<file path="src/rtl/spi_cmd_pkg.sv">
package spi_cmd_pkg;
  localparam int unsigned BYTE_W = 8;
  localparam int unsigned OP_W   = 4;
  localparam logic [BYTE_W-1:0] TAG_BYTE = 8'h50;
  localparam logic [OP_W-1:0]   OP_READ  = 4'b1011;
  localparam logic [OP_W-1:0]   OP_WRITE = 4'b1100;

  typedef enum logic [1:0] {
    FR_TAG  = 2'd0,
    FR_CMD  = 2'd1,
    FR_DATA = 2'd2,
    FR_DROP = 2'd3
  } frame_st_t;
endpackage

</file>
<file path="src/rtl/spi_in_sync.sv">
module spi_in_sync #(
  parameter int unsigned       WIDTH   = 3,
  parameter int unsigned       STAGES  = 2,
  parameter logic [WIDTH-1:0]  RST_VAL = '0
) (
  input  logic             clk,
  input  logic             rst_n,
  input  logic [WIDTH-1:0] din,
  output logic [WIDTH-1:0] dout,
  output logic [WIDTH-1:0] rise,
  output logic [WIDTH-1:0] fall
);
  for (genvar g = 0; g < WIDTH; g++) begin : g_bit
    logic [STAGES-1:0] pipe_q;
    logic              prev_q;
    always_ff @(posedge clk or negedge rst_n) begin
      if (!rst_n) begin
        pipe_q <= {STAGES{RST_VAL[g]}};
        prev_q <= RST_VAL[g];
      end else begin
        pipe_q <= {pipe_q[STAGES-2:0], din[g]};
        prev_q <= pipe_q[STAGES-1];
      end
    end
    assign dout[g] = pipe_q[STAGES-1];
    assign rise[g] = pipe_q[STAGES-1] & ~prev_q;
    assign fall[g] = ~pipe_q[STAGES-1] & prev_q;
  end
endmodule

</file>
<file path="src/rtl/spi_rx_shift.sv">
module spi_rx_shift #(
  parameter int unsigned BYTE_W = 8,
  localparam int unsigned CNT_W = $clog2(BYTE_W)
) (
  input  logic              clk,
  input  logic              rst_n,
  input  logic              sel,
  input  logic              sck_rise,
  input  logic              sdi,
  output logic              byte_done,
  output logic [BYTE_W-1:0] byte_val,
  output logic              cnt_zero
);
  logic [CNT_W-1:0]  cnt_q, cnt_d;
  logic [BYTE_W-1:0] sh_q, sh_d;

  always_comb begin
    cnt_d = cnt_q;
    sh_d  = sh_q;
    if (!sel) begin
      cnt_d = '0;
    end else if (sck_rise) begin
      cnt_d = cnt_q + 1'b1;
      sh_d  = {sh_q[BYTE_W-2:0], sdi};
    end
  end

  always_ff @(posedge clk or negedge rst_n) begin
    if (!rst_n) begin
      cnt_q <= '0;
      sh_q  <= '0;
    end else begin
      cnt_q <= cnt_d;
      sh_q  <= sh_d;
    end
  end

  assign byte_val  = {sh_q[BYTE_W-2:0], sdi};
  assign byte_done = sel & sck_rise & (cnt_q == CNT_W'(BYTE_W-1));
  assign cnt_zero  = (cnt_q == '0);
endmodule

</file>
<file path="src/rtl/spi_frame_ctl.sv">
module spi_frame_ctl
  import spi_cmd_pkg::*;
#(
  parameter int unsigned ADDR_W = 2
) (
  input  logic              clk,
  input  logic              rst_n,
  input  logic              sel,
  input  logic              byte_done,
  input  logic [BYTE_W-1:0] byte_val,
  output frame_st_t         state,
  output logic              is_read,
  output logic              rd_stb,
  output logic              wr_stb,
  output logic [ADDR_W-1:0] addr,
  output logic [BYTE_W-1:0] wdata
);
  localparam int unsigned PAD_W = BYTE_W - OP_W - ADDR_W;

  frame_st_t         st_q, st_d;
  logic              isrd_q, isrd_d, rd_d, wr_d;
  logic [ADDR_W-1:0] addr_q, addr_d;
  logic [BYTE_W-1:0] wd_q, wd_d;
  logic [OP_W-1:0]   op;
  logic              pad_ok;

  assign op     = byte_val[BYTE_W-1 -: OP_W];
  assign pad_ok = (byte_val[ADDR_W +: PAD_W] == '0);

  always_comb begin
    st_d   = st_q;
    isrd_d = isrd_q;
    addr_d = addr_q;
    wd_d   = wd_q;
    rd_d   = 1'b0;
    wr_d   = 1'b0;
    if (!sel) begin
      st_d = FR_TAG;
    end else if (byte_done) begin
      case (st_q)
        FR_TAG:  st_d = (byte_val == TAG_BYTE) ? FR_CMD : FR_DROP;
        FR_CMD: begin
          if (pad_ok && (op == OP_READ)) begin
            st_d   = FR_DATA;
            isrd_d = 1'b1;
            rd_d   = 1'b1;
            addr_d = byte_val[ADDR_W-1:0];
          end else if (pad_ok && (op == OP_WRITE)) begin
            st_d   = FR_DATA;
            isrd_d = 1'b0;
            addr_d = byte_val[ADDR_W-1:0];
          end else begin
            st_d = FR_DROP;
          end
        end
        FR_DATA: begin
          st_d = FR_DROP;
          if (!isrd_q) begin
            wr_d = 1'b1;
            wd_d = byte_val;
          end
        end
        default: st_d = FR_DROP;
      endcase
    end
  end

  always_ff @(posedge clk or negedge rst_n) begin
    if (!rst_n) begin
      st_q   <= FR_TAG;
      isrd_q <= 1'b0;
      addr_q <= '0;
      wd_q   <= '0;
      rd_stb <= 1'b0;
      wr_stb <= 1'b0;
    end else begin
      st_q   <= st_d;
      isrd_q <= isrd_d;
      addr_q <= addr_d;
      wd_q   <= wd_d;
      rd_stb <= rd_d;
      wr_stb <= wr_d;
    end
  end

  assign state   = st_q;
  assign is_read = isrd_q;
  assign addr    = addr_q;
  assign wdata   = wd_q;
endmodule

</file>
<file path="src/rtl/spi_tx_shift.sv">
module spi_tx_shift #(
  parameter int unsigned BYTE_W = 8
) (
  input  logic              clk,
  input  logic              rst_n,
  input  logic              load,
  input  logic [BYTE_W-1:0] load_val,
  input  logic              shift_en,
  output logic              bit_out
);
  logic [BYTE_W-1:0] tx_q, tx_d;

  always_comb begin
    tx_d = tx_q;
    if (load)          tx_d = load_val;
    else if (shift_en) tx_d = {tx_q[BYTE_W-2:0], 1'b0};
  end

  always_ff @(posedge clk or negedge rst_n) begin
    if (!rst_n) tx_q <= '0;
    else        tx_q <= tx_d;
  end

  assign bit_out = tx_q[BYTE_W-1];
endmodule

</file>
<file path="src/rtl/spi_cmd_decoder.sv">
module spi_cmd_decoder
  import spi_cmd_pkg::*;
#(
  parameter int unsigned ADDR_W      = 2,
  parameter int unsigned SYNC_STAGES = 2
) (
  input  logic              clk,
  input  logic              rst_n,
  input  logic              sck,
  input  logic              cs_n,
  input  logic              sdi,
  output logic              sdo,
  output logic              sdo_oe,
  output logic              reg_rd,
  output logic              reg_wr,
  output logic [ADDR_W-1:0] reg_addr,
  output logic [BYTE_W-1:0] reg_wdata,
  input  logic [BYTE_W-1:0] reg_rdata
);
  localparam int unsigned PIN_N = 3;
  localparam logic [PIN_N-1:0] PIN_RST = 3'b010;

  logic [PIN_N-1:0]  pin_s, pin_r, pin_f;
  logic              sel, byte_done, cnt_zero, is_read;
  logic [BYTE_W-1:0] byte_val;
  frame_st_t         state;
  logic              in_rd_data;

  spi_in_sync #(.WIDTH(PIN_N), .STAGES(SYNC_STAGES), .RST_VAL(PIN_RST)) u_sync (
    .clk(clk), .rst_n(rst_n), .din({sdi, cs_n, sck}),
    .dout(pin_s), .rise(pin_r), .fall(pin_f)
  );

  assign sel = ~pin_s[1];

  spi_rx_shift #(.BYTE_W(BYTE_W)) u_rx (
    .clk(clk), .rst_n(rst_n), .sel(sel), .sck_rise(pin_r[0]), .sdi(pin_s[2]),
    .byte_done(byte_done), .byte_val(byte_val), .cnt_zero(cnt_zero)
  );

  spi_frame_ctl #(.ADDR_W(ADDR_W)) u_ctl (
    .clk(clk), .rst_n(rst_n), .sel(sel), .byte_done(byte_done),
    .byte_val(byte_val), .state(state), .is_read(is_read),
    .rd_stb(reg_rd), .wr_stb(reg_wr), .addr(reg_addr), .wdata(reg_wdata)
  );

  assign in_rd_data = (state == FR_DATA) & is_read;

  spi_tx_shift #(.BYTE_W(BYTE_W)) u_tx (
    .clk(clk), .rst_n(rst_n), .load(reg_rd), .load_val(reg_rdata),
    .shift_en(pin_f[0] & in_rd_data & ~cnt_zero), .bit_out(sdo)
  );

  assign sdo_oe = sel & in_rd_data;
endmodule


</file>
<file path="config.mk">
export PLATFORM = sky130hd
export DESIGN_NAME = spi_cmd_decoder
export DESIGN_NICKNAME = d
export VERILOG_FILES = /design/src/rtl/spi_cmd_pkg.sv /design/src/rtl/spi_in_sync.sv /design/src/rtl/spi_rx_shift.sv /design/src/rtl/spi_frame_ctl.sv /design/src/rtl/spi_tx_shift.sv /design/src/rtl/spi_cmd_decoder.sv
export SDC_FILE = /design/constraint.sdc
export NUM_CORES = 1
export LEC_CHECK = 0
export BUFFER_PORTS_ARGS = -buffer_cell sky130_fd_sc_hd__buf_2
export CAP_MARGIN = 10
export CORE_AREA = 2 2 60 62
export CTS_BUF_LIST = sky130_fd_sc_hd__clkbuf_8
export DETAILED_ROUTE_END_ITERATION = 10
export DIE_AREA = 0 0 62 64
export GPL_TIMING_DRIVEN = 0
export HOLD_SLACK_MARGIN = 0.15
export PLACE_DENSITY = 0.84
export SLEW_MARGIN = 20
export SYNTH_ARGS = -nofsm -noshare
export SYNTH_HDL_FRONTEND = slang
export SYNTH_HIERARCHICAL = 1
export SYNTH_SLANG_ARGS = --single-unit
export TNS_END_PERCENT = 30
</file>
<file path="constraint.sdc">
create_clock -name clk -period 2.1 [get_ports clk]
set_input_delay 0.105 -clock clk [delete_from_list [all_inputs] [get_ports clk]]
set_output_delay 0.105 -clock clk [all_outputs]
set_load 0.05 [all_outputs]
</file>
==> metrics.yaml <==
path_class: "reg -> reg"
hp-start: "u_sync/g_bit[0].pipe_q[0]"
nets: 189
cp.required_ns: 2.27
grt_use_total_pct: 18.0
p_leak_nw: 1.08
ir_worst_vdd_mv: 0.576
ant_nets: 0
pin_count: 27
start_util_pct: 53.4
dp_cells: 199
switching_share_pct: 24.1
insertedDiodeCount: 0
start_kind: "flip-flop"
synth_area_sq_um: 1750
endpoint_kind: "flip-flop"
fin_crit_sh_pct: 94.1
min_path_type: "reg -> reg"
p_sw_mw: 0.391
grt_max_degree: 41
p_clk_share_pct: 30.5
instances_no_fill: 220
worstPathMaxFanout: 9
clockRootBuffer: "clkbuf_8"
r2r_end: "u_ctl/addr[0]"
gp_congestion: 0.741
gr-total-overflow: 0
layout-area-overhead-vs-synth_pct: 23.3
multi_input_area_sq_um: 683
pwr-share-seq_pct: 57.0
power_density_nw_per_um2: 750
via_per_inst: 5.08
grt_use_met3_pct: 7.09
fin_crit_ns: 1.98
fin_worst_skew_ns: 0.00455
grt_util_met1_pct: 20.8
drt_iter0_drc: 20
route.detailed.drc: 0
antenna_found_initial: 0
nFillCells: 239
whs_endpoint: "u_sync/g_bit[0].pipe_q[1]"
combPwrFrac_pct: 12.5
num_vias: 1118
syn_inst: 127
finalSetupViolations: 0
drive_gt1_share_pct: 38.5
die_y_um: 64
reg2reg_slack_ns: 0.12
grt_pass1_wl_mm: 5.22
setup_slack_ns: 0.124
met2_usage_pct: 29.9
grt_pass1_vias: 1219
status: "finished clean"
dieArea_sq_um: 3970
fmax_ghz: 0.506
hold_viol_final: 0
syn-mean-instance-area_sq_um: 13.8
tritoncts: "done"
insertion_delay_ns: 0.28
r2r_cells: 6
num_rows: 21
busiest_layer: "met2"
slew_headroom_pct: 44.6
die_w_um: 62
drt_first_pass_iters: 4
rsz0062_at_grt: "false"
maxCapViolCount: 0
clkTransAtPathRegs_ns: 0.07
worstPathArrival_ns: 2.14
cts_buffers: 5
finalMaxSlewViolations: 0
portBuffers: 26
coreArea_sq_um: 3280
r2r-start: "u_sync/g_bit[1].pipe_q[1]"
worstHoldPathCells: 0
cts_max_level: 2
hpwl_mm: 2.05
cts_max_path_buffers: 2
syn_nets: 143
routed_wl_mm: 3.04
power.internal_mw: 1.23
yosys_warnings: 6
avgRoutedWirePerCell_um: 13.8
clock-sinks: 40
place_ws_ns: -0.0704
ff_latch_area_sq_um: 1000
tightest_slew_ns: 0.831
[routing by layer]
| metal | routed length (um) | part of all wire (%) |
|---|---|---|
| met1 | 1290 | 43 |
| met2 | 1580 | 52 |
| met3 | 151 | 5.0 |
| met4 | 19 | 0.62 |
| met5 | 0 | 0 |
[timing repair]
action                     4_1_cts  5_1_grt
hold buffers                    12        0
hold endpoints to repair        49        0
buffers inserted                 1        0
setup endpoints to repair        8        8
gates resized for setup          0        1
pin swaps                        1        0
[sequential cells by signal (all words and copies together) (netlist names)]
signal	flops
u_ctl/wdata	8
u_rx/sh_q	7
u_tx/tx_q	8
u_ctl/state	2
u_ctl/addr	2
u_ctl/rd_stb	1
u_ctl/is_read	1
u_sync/g_bit.pipe_q	6
u_rx/cnt_q	3
u_ctl/wr_stb	1
u_sync/g_bit.prev_q	1
[metrics by stage]
| step | util, % | hold slack [ns] | total power, mW | TNS, ns | cell area (sq um) |
|---|---|---|---|---|---|
| after CTS | 65.8 | 0.355 | 1.64 | 0 | 2160 |
| after detailed placement | 59.1 | 0.211 | 1.12 | -0.492 | 1940 |
| after global routing | 65.9 | 0.365 | 1.71 | 0 | 2160 |
| after global placement | 59.1 | 0.212 | 1.11 | -0.00121 | 1940 |
| final | 65.9 | 0.351 | 1.62 | 0 | 2160 |
| after floorplan | - | -0.191 | 1.05 | 0 | 1750 |
[power groups by stage]
stage | Combinational [mW] | Clock, mW | Sequential (mW)
after detailed placement | 0.185 | 0 | 0.938
after global routing | 0.221 | 0.549 | 0.937
after floorplan | 0.147 | 0 | 0.904
final | 0.203 | 0.494 | 0.925
after global placement | 0.181 | 0 | 0.929
after CTS | 0.204 | 0.509 | 0.924
[layout by cell type (no fill, tap or decap), types with 2 or more instances in the layout]
cell type      count
dfrtp_1           38
buf_2             26
dlygate4sd3_1     12
nand2_1           10
mux2_2            10
mux2i_1            9
mux2_4             7
o21ai_1            7
clkbuf_8           6
nor2b_1            5
inv_1              4
buf_4              4
buf_6              3
ha_1               3
nor2_1             2
and3b_1            2
nand2b_1           2
o21ai_0            2
dfstp_2            2
[area by class of cell]
cell class              instances  area share, %
flip-flops and latches         40           46.4
multi-input cells              78           31.6
repair buffers                 39           11.9
clock buffers                   6           3.82
well taps                      46           2.66
plain buffers                   6           2.60
inverters                       3          0.694
clock inverters                 2          0.347
[worst max path at each step]
stage	startpoint	endpoint	cells after the start
detailed placement	u_sync/g_bit[1].pipe_q[1]	u_ctl/wdata[3]	6
CTS	u_sync/g_bit[1].pipe_q[1]	u_ctl/wdata[1]	7
finish	u_sync/g_bit[1].pipe_q[1]	u_ctl/addr[0]	6
global placement	u_sync/g_bit[1].pipe_q[1]	u_ctl/wdata[3]	6
global route	u_sync/g_bit[0].pipe_q[1]	u_ctl/wdata[5]	7
floorplan	u_sync/g_bit[1].pipe_q[1]	u_ctl/wdata[0]	6
[critical path, cell delays in order, from the launching register on]
cell        delay, ns
dfstp_2          0.51
buf_4            0.11
clkinvlp_4       0.17
and3_2           0.27
and4bb_2         0.27
o211ai_1         0.16
mux2_2           0.38
(Power assumes the default switching activity.)
